===== config.mk =====
export PLATFORM = sky130hd
export DESIGN_NAME = memmap_guard
export DESIGN_NICKNAME = d
export VERILOG_FILES = /design/src/rtl/memmap_pkg.sv /design/src/rtl/memmap_decode.sv /design/src/rtl/memmap_ram.sv /design/src/rtl/memmap_special.sv /design/src/rtl/memmap_guard.sv
export SDC_FILE = /design/constraint.sdc
export NUM_CORES = 2
export LEC_CHECK = 0
export ABC_CLOCK_PERIOD_IN_PS = 9900
export BUFFER_PORTS_ARGS = -buffer_cell sky130_fd_sc_hd__buf_2
export CORE_UTILIZATION = 35
export DETAILED_ROUTE_END_ITERATION = 12
export HOLD_SLACK_MARGIN = 0.02
export PLACE_DENSITY = 0.51
export SETUP_SLACK_MARGIN = 0.5
export SLEW_MARGIN = 20
export SYNTH_ARGS = -nofsm -noshare
export SYNTH_HDL_FRONTEND = slang
export SYNTH_SLANG_ARGS = --single-unit

===== constraint.sdc =====
create_clock -name clk -period 9.9 [get_ports clk]
set_clock_uncertainty 0.15 [all_clocks]
set_input_delay 0.99 -clock clk [delete_from_list [all_inputs] [get_ports clk]]
set_output_delay 0.99 -clock clk [all_outputs]
set_load 0.01 [all_outputs]

===== src/rtl/memmap_pkg.sv =====
package memmap_pkg;

    typedef enum logic [3:0] {
        RG_NONE,
        RG_RAM,
        RG_IO,
        RG_LIM_LO,
        RG_LIM_HI,
        RG_SIZE_LO,
        RG_SIZE_HI,
        RG_TICK_LO,
        RG_TICK_HI,
        RG_EXIT
    } region_e;

    typedef enum logic [0:0] {
        ST_RUN,
        ST_HALTED
    } state_e;

    localparam logic [7:0] CODE_OK    = 8'h00;
    localparam logic [7:0] CODE_RD    = 8'h01;
    localparam logic [7:0] CODE_WR    = 8'h02;
    localparam logic [7:0] CODE_STACK = 8'h04;

    localparam logic [15:0] A_IO      = 16'hFF00;
    localparam logic [15:0] A_LIM_LO  = 16'hFFF9;
    localparam logic [15:0] A_LIM_HI  = 16'hFFFA;
    localparam logic [15:0] A_SIZE_LO = 16'hFFFB;
    localparam logic [15:0] A_SIZE_HI = 16'hFFFC;
    localparam logic [15:0] A_TICK_LO = 16'hFFFD;
    localparam logic [15:0] A_TICK_HI = 16'hFFFE;
    localparam logic [15:0] A_EXIT    = 16'hFFFF;
    localparam logic [15:0] A_RAM_LO  = 16'h0002;

endpackage


===== src/rtl/memmap_decode.sv =====
module memmap_decode
    import memmap_pkg::*;
#(
    parameter logic [15:0] MEM_END = 16'h00FF
) (
    input  logic [15:0] addr,
    output region_e     region,
    output logic        can_rd,
    output logic        can_wr
);

    always_comb begin
        region = RG_NONE;
        if (addr >= A_RAM_LO && addr <= MEM_END) begin
            region = RG_RAM;
        end else begin
            unique case (addr)
                A_IO:      region = RG_IO;
                A_LIM_LO:  region = RG_LIM_LO;
                A_LIM_HI:  region = RG_LIM_HI;
                A_SIZE_LO: region = RG_SIZE_LO;
                A_SIZE_HI: region = RG_SIZE_HI;
                A_TICK_LO: region = RG_TICK_LO;
                A_TICK_HI: region = RG_TICK_HI;
                A_EXIT:    region = RG_EXIT;
                default:   region = RG_NONE;
            endcase
        end
    end

    always_comb begin
        unique case (region)
            RG_RAM, RG_IO, RG_LIM_LO, RG_LIM_HI: begin
                can_rd = 1'b1;
                can_wr = 1'b1;
            end
            RG_SIZE_LO, RG_SIZE_HI, RG_TICK_LO, RG_TICK_HI, RG_EXIT: begin
                can_rd = 1'b1;
                can_wr = 1'b0;
            end
            default: begin
                can_rd = 1'b0;
                can_wr = 1'b0;
            end
        endcase
    end

    // no-access region never grants a right
    always_comb begin
        assert_none_closed_R3: assert (!(region == RG_NONE && (can_rd || can_wr)));
    end

endmodule


===== src/rtl/memmap_ram.sv =====
module memmap_ram #(
    parameter logic [15:0] MEM_END = 16'h00FF,
    localparam int DEPTH = int'(MEM_END) + 1,
    localparam int IW    = (DEPTH > 1) ? $clog2(DEPTH) : 1
) (
    input  logic          clk,
    input  logic          rst_n,
    input  logic          we,
    input  logic [15:0]   addr,
    input  logic [7:0]    wdata,
    output logic [7:0]    rdata
);

    logic [7:0]    mem [DEPTH];
    logic [IW-1:0] idx;

    assign idx   = addr[IW-1:0];
    assign rdata = mem[idx];

    always_ff @(posedge clk) begin
        if (we) begin
            mem[idx] <= wdata;
        end
    end

    // a RAM write is only ever issued inside the RAM window
    assert_ram_write_window_R4: assert property (@(posedge clk) disable iff (!rst_n)
        we |-> (addr >= 16'h0002 && addr <= MEM_END));

endmodule


===== src/rtl/memmap_special.sv =====
module memmap_special (
    input  logic        clk,
    input  logic        rst_n,
    input  logic        we_lim_lo,
    input  logic        we_lim_hi,
    input  logic        we_io,
    input  logic [7:0]  wdata,
    input  logic [15:0] stack_ptr,
    output logic [15:0] limit,
    output logic [7:0]  scratch,
    output logic        stack_hit
);

    always_ff @(posedge clk) begin
        if (!rst_n) begin
            limit   <= '0;
            scratch <= '0;
        end else begin
            if (we_lim_lo) limit[7:0]  <= wdata;
            if (we_lim_hi) limit[15:8] <= wdata;
            if (we_io)     scratch     <= wdata;
        end
    end

    assign stack_hit = (limit != 16'h0000) && (stack_ptr == limit);

    // a zero ceiling means unlimited
    assert_zero_limit_free_R7: assert property (@(posedge clk) disable iff (!rst_n)
        (limit == 16'h0000) |-> !stack_hit);

endmodule


===== src/rtl/memmap_guard.sv =====
module memmap_guard
    import memmap_pkg::*;
#(
    parameter logic [15:0] MEM_END = 16'h00FF
) (
    input  logic        clk,
    input  logic        rst_n,
    input  logic [15:0] addr,
    input  logic        rd_en,
    input  logic        wr_en,
    input  logic [7:0]  wr_data,
    input  logic [15:0] stack_ptr,
    input  logic [15:0] tick_cnt,
    output logic [7:0]  rd_data,
    output logic        fault,
    output logic [7:0]  exit_code
);

    state_e      st_q, st_d;
    region_e     region;
    logic        can_rd, can_wr;
    logic        rd_act, wr_act;
    logic        bad_rd, bad_wr, stack_hit;
    logic        fault_d;
    logic [7:0]  code_d, rdata_d, ram_rdata, scratch;
    logic [15:0] limit;
    logic        ram_we, we_lim_lo, we_lim_hi, we_io, commit;
    logic [7:0]  rd_data_q, exit_q;
    logic        fault_q;

    memmap_decode #(.MEM_END(MEM_END)) u_decode (
        .addr   (addr),
        .region (region),
        .can_rd (can_rd),
        .can_wr (can_wr)
    );

    memmap_ram #(.MEM_END(MEM_END)) u_ram (
        .clk   (clk),
        .rst_n (rst_n),
        .we    (ram_we),
        .addr  (addr),
        .wdata (wr_data),
        .rdata (ram_rdata)
    );

    memmap_special u_special (
        .clk       (clk),
        .rst_n     (rst_n),
        .we_lim_lo (we_lim_lo),
        .we_lim_hi (we_lim_hi),
        .we_io     (we_io),
        .wdata     (wr_data),
        .stack_ptr (stack_ptr),
        .limit     (limit),
        .scratch   (scratch),
        .stack_hit (stack_hit)
    );

    // a write wins over a read raised in the same cycle
    assign wr_act = wr_en;
    assign rd_act = rd_en && !wr_en;
    assign bad_rd = rd_act && !can_rd;
    assign bad_wr = wr_act && !can_wr;
    assign commit = (st_q == ST_RUN) && wr_act && can_wr;

    assign ram_we    = commit && (region == RG_RAM);
    assign we_lim_lo = commit && (region == RG_LIM_LO);
    assign we_lim_hi = commit && (region == RG_LIM_HI);
    assign we_io     = commit && (region == RG_IO);

    // next state and outputs
    always_comb begin
        st_d    = st_q;
        fault_d = 1'b0;
        code_d  = exit_q;
        rdata_d = 8'h00;
        unique case (st_q)
            ST_RUN: begin
                if (bad_wr || bad_rd || stack_hit) begin
                    st_d    = ST_HALTED;
                    fault_d = 1'b1;
                    code_d  = bad_wr ? CODE_WR : (bad_rd ? CODE_RD : CODE_STACK);
                end else if (rd_act) begin
                    unique case (region)
                        RG_RAM:     rdata_d = ram_rdata;
                        RG_IO:      rdata_d = scratch;
                        RG_LIM_LO:  rdata_d = limit[7:0];
                        RG_LIM_HI:  rdata_d = limit[15:8];
                        RG_SIZE_LO: rdata_d = MEM_END[7:0];
                        RG_SIZE_HI: rdata_d = MEM_END[15:8];
                        RG_TICK_LO: rdata_d = tick_cnt[7:0];
                        RG_TICK_HI: rdata_d = tick_cnt[15:8];
                        RG_EXIT:    rdata_d = exit_q;
                        default:    rdata_d = 8'h00;
                    endcase
                end
            end
            ST_HALTED: begin
                if (rd_act && region == RG_EXIT) begin
                    rdata_d = exit_q;
                end
            end
            default: st_d = ST_HALTED;
        endcase
    end

    // state register
    always_ff @(posedge clk) begin
        if (!rst_n) begin
            st_q <= ST_RUN;
        end else begin
            st_q <= st_d;
        end
    end

    // output registers
    always_ff @(posedge clk) begin
        if (!rst_n) begin
            rd_data_q <= 8'h00;
            fault_q   <= 1'b0;
            exit_q    <= CODE_OK;
        end else begin
            rd_data_q <= rdata_d;
            fault_q   <= fault_d;
            exit_q    <= code_d;
        end
    end

    assign rd_data   = rd_data_q;
    assign fault     = fault_q;
    assign exit_code = exit_q;

    // the halt pulse lasts one cycle
    assert_fault_single_R10: assert property (@(posedge clk) disable iff (!rst_n)
        fault |=> !fault);

    // the exit code is frozen once halted
    assert_exit_frozen_R10: assert property (@(posedge clk) disable iff (!rst_n)
        (st_q == ST_HALTED) |=> $stable(exit_code));

    // a fault always carries one of the defined codes and zero data
    assert_fault_code_R3: assert property (@(posedge clk) disable iff (!rst_n)
        fault |-> ((exit_code == CODE_RD || exit_code == CODE_WR || exit_code == CODE_STACK)
                   && rd_data == 8'h00));

    // a ceiling match with no access faults with the stack code
    assert_stack_halt_R7: assert property (@(posedge clk) disable iff (!rst_n)
        (st_q == ST_RUN && stack_hit && !rd_en && !wr_en) |=> (fault && exit_code == CODE_STACK));

    // no stored byte changes while halted
    assert_halt_no_write_R10: assert property (@(posedge clk) disable iff (!rst_n)
        (st_q == ST_HALTED) |-> !(ram_we || we_lim_lo || we_lim_hi || we_io));

endmodule


==> results.md <==
Run status:
- The flow ran to the end, and the final reports show no timing, DRC or antenna violations.

Placement:
- Once detailed placement completed, the half-perimeter wirelength came to 162000 um.
- The total placed instance area is 0.0857 mm^2.
- The final weighted congestion in routability-driven placement is 0.939.
- Once placement completed, the tool counted placed cells totaling 7017.
- The number of buffer cells added on primary ports is 71.

Clock tree:
- The root cell of the clock tree is sky130_fd_sc_hd__clkbuf_16.
- Gates resized during post-CTS repair numbered 0.
- The later pin in the worst-skew pair is clocked with a latency of 0.88 ns.
- The hold buffer count at cts is 0.
- For this design, the sink count on the clock tree is 2085.
- After clock tree synthesis, the clock-pin slew on the worst setup and hold paths is 0.07 ns.
- In this run the deepest clock path goes through 3 buffers.
- The number of setup buffers added after CTS is 0.
- The number of buffers added by the clock tree synthesis step is 209.
- TritonCTS built the clock tree.
- In this run the number of H-tree levels came out at 4.

Flow run:
- Across the run, the number of max-cap violations was 0.

Routing:
- In the routed design, unresolved DRC markers number 0.
- The routed wire length per instance is 35.0 um.
- The count of antenna-violating nets left after detailed routing is 0.
- The via count is 42658.
- The number of optimization iterations in the first detailed-route pass is 6.
- The initial detailed-routing violation count is 5115.
- The via density per instance is 5.76.
- The wire length after detailed routing is 260000 um.

Global routing:
- The wire length of the first global-routing pass is 358000 um.
- The total routing resource utilization after global routing is 0.220.
- The number of antenna violations at the first check in global routing is 18.
- The via count of the first global-routing pass is 42086.
- The sum of overflow across all layers after global routing is 0.
- Entering global routing, the biggest net connects 168 pins.

Logic synthesis:
- The largest family of logic cells by synthesized area is multiplexers.
- The sequential cell area fraction in the yosys report is 0.764.
- In this run the cell area of the synthesized design comes to 0.0815 mm^2.
- The count of different cell masters after synthesis is 75.
- The complex-gate fraction of the synthesized area was 0.0317.
- Counting every instance in the synthesized netlist gives 4033.
- Of the total synthesized cell area, the portion taken by XOR and XNOR cells is 0.00172.
- The fraction of the mapped netlist area in adder cells is 0.000154.
- For this run, the leading register cell type out of synthesis is sky130_fd_sc_hd__edfxtp_1.
- The number of warnings issued by yosys is 0.
- The number of enable-type register cells in the synthesized netlist is 2048.
- Measured against the total synthesized area, the mux share comes to 0.153.
- The total of flip-flops plus latches after synthesis is 2085.
- The average cell area after synthesis is 20.2 um^2.
- The area share of and/or/nand/nor cells after synthesis is 0.0363.
- The fraction of registers with async set/reset is 0.

Cells and area:
- The most common cell after layout, fill and taps aside is sky130_fd_sc_hd__edfxtp_1.
- The net count reported at finish is 4263.
- The area added between synthesis and finish is 13.7%.
- The library cells used most frequently in the layout, excluding fill and tap cells, are 2048 x sky130_fd_sc_hd__edfxtp_1, 473 x sky130_fd_sc_hd__mux4_2, 342 x sky130_fd_sc_hd__nor2_1, 210 x sky130_fd_sc_hd__clkbuf_16, 170 x sky130_fd_sc_hd__mux2i_1.
- After routing the design area is 0.0926 mm^2.
- For this run, the number of standard cells in the final layout without fillers is 7407.
- In the final layout, the share of cells above drive strength 1 is 0.228.

STA:
- For the pin with the worst max-slew slack, the measured transition is 1.28 ns.
- Of the available clock period, the critical path in the final layout requires 0.605.
- The maximum clock frequency is 0.167 GHz.
- Summed over all failing endpoints, the final setup total negative slack is 0 ns.
- The worst slew slack as a fraction of its limit is 0.142.
- Setup violations remaining at the end of the flow were counted as 0.
- The total count of hold-check failures in the final report was 0.
- Setup repair after global routing left no endpoint under its margin.
- The worst path in the final design needs a cycle of 5.99 ns, including I/O delays and setup.
- The final count of pins violating max slew is 0.

Floorplan:
- After floorplanning, the core was sized to cover 0.231 mm^2.
- In this run the vertical extent of the chip is 485 um.
- 77 I/O pins were placed.
- The row count is 176.
- The die extent in x is 485 um.
- The effective utilization at floorplan is 0.353.
- The die outline area is 0.235 mm^2.

Worst setup path:
- The slowest cell on the critical path is sky130_fd_sc_hd__nor2_1.
- The worst setup path is captured at a register.
- For the worst setup path, the data arrival time is 6.33 ns.
- Traced cell by cell, the critical path runs through buf_2, nand3_1, nor2_1, nand3_1, nand2_1, a31oi_1, ha_1, nand3_1, nor2_2, buf_4, nand3_1, nor2_1.
- The type of origin of the critical path is a primary input.
- The highest cell delay on the worst timing path is 0.84 ns.
- The data required time at the worst endpoint is 10.24 ns.
- By startpoint and endpoint, the worst setup path is classified as in2reg.
- Along the worst path, the maximum fanout reaches 23.
- The most common cell type on the critical path is sky130_fd_sc_hd__nand3_1.

Power and ir drop:
- In this run the power density over the cells is 202 mW/mm^2.
- VDD sags by at most 202 uV.
- In this run the static leakage power is 0.0286 uW.

Worst hold path:
- The path class of the tightest hold or removal check is reg2reg.
==> sequential cells by signal, indices dropped and copies added, names as in the netlist <==
register	flops
u_ram.mem	2048
u_special.scratch	8
st_q	1
fault	1
rd_data	8
exit_code	3
u_special.limit	16
==> critical path, delay by kind of cell <==
kind                     cells  cell delay, ns
adder cells (fa/ha/maj)      1            0.33
AND/OR/NAND/NOR              8            3.82
AO/OA/AOI/OAI                1            0.07
buffers and inverters        2            1.07
==> synthesized netlist by cell type (17+ instances only) <==
| library cell | count | area [um^2] |
|---|---|---|
| sky130_fd_sc_hd__edfxtp_1 | 2048 | 61500 |
| sky130_fd_sc_hd__mux4_2 | 473 | 10700 |
| sky130_fd_sc_hd__nor2_1 | 346 | 1300 |
| sky130_fd_sc_hd__mux2i_1 | 171 | 1710 |
| sky130_fd_sc_hd__nand2_1 | 170 | 638 |
| sky130_fd_sc_hd__clkbuf_1 | 124 | 465 |
| sky130_fd_sc_hd__a22oi_1 | 61 | 458 |
| sky130_fd_sc_hd__buf_2 | 53 | 265 |
| sky130_fd_sc_hd__nand3_1 | 50 | 250 |
| sky130_fd_sc_hd__a21oi_1 | 41 | 205 |
| sky130_fd_sc_hd__o21ai_0 | 38 | 190 |
| sky130_fd_sc_hd__a221oi_1 | 37 | 324 |
| sky130_fd_sc_hd__buf_4 | 37 | 278 |
| sky130_fd_sc_hd__dfxtp_1 | 37 | 741 |
| sky130_fd_sc_hd__o22ai_1 | 33 | 206 |
| sky130_fd_sc_hd__a21boi_0 | 27 | 203 |
| sky130_fd_sc_hd__nor2b_1 | 19 | 119 |
| sky130_fd_sc_hd__nor4_1 | 19 | 119 |
| sky130_fd_sc_hd__buf_1 | 17 | 63.8 |
==> power by group <==
part           switching [uW]  internal, uW
Clock                    3460          4550
Sequential               2.92          9690
Combinational             692           284
Total                    4150         14500
==> final timing paths <==
kind	start	end	slack [ns]	cells past startpoint
setup reg to reg	u_ram.mem[23][7]	rd_data[7]	5.92	7
hold / removal	u_special.scratch[4]	u_special.scratch[4]	0.32	2
hold reg to reg	u_special.scratch[4]	u_special.scratch[4]	0.32	2
setup / recovery	addr[5]	u_ram.mem[144][4]	3.91	12
==> final cells by class <==
cell class / count / area (um^2)
inverters: 4 / 20.0
well taps: 3026 / 3790
clock buffers: 252 / 5430
fillers: 20428 / 138000
repair buffers: 171 / 1350
clock inverters: 134 / 1440
diodes: 4 / 10.0
flip-flops and latches: 2085 / 62200
multi-input cells: 1731 / 18400
==> metal layers <==
metal  share of wire  global-route usage  up-vias
met5         0.00012                   0        -
met3           0.088              0.0502      386
met2            0.45               0.328     2259
met1            0.42               0.313    22992
met4           0.038              0.0822        4
li1                -                   -    17017
==> logic make-up (layout without fill, tap and decap cells) <==
family | count (synthesis) | count (layout)
AO/OA/AOI/OAI | 356 | 356
adder cells (fa/ha/maj) | 1 | 1
flip-flops | 2085 | 2085
other | 1 | 25
buffers and inverters | 237 | 561
AND/OR/NAND/NOR | 686 | 686
XOR/XNOR | 16 | 16
multiplexers | 651 | 651
==> metrics by stage <==
stage	worst slack [ns]	power [uW]	hold slack [ns]	utilization
2_1_floorplan	4.66	10300	0.291	-
3_3_place_gp	2.96	10900	0.303	0.371
3_5_place_dp	3.26	10900	0.308	0.372
4_1_cts	4.16	18800	0.270	0.401
5_1_grt	3.88	19100	0.342	0.401
6_report	3.91	18700	0.316	0.401
Note: power is estimated with default switching activity, not from simulation.
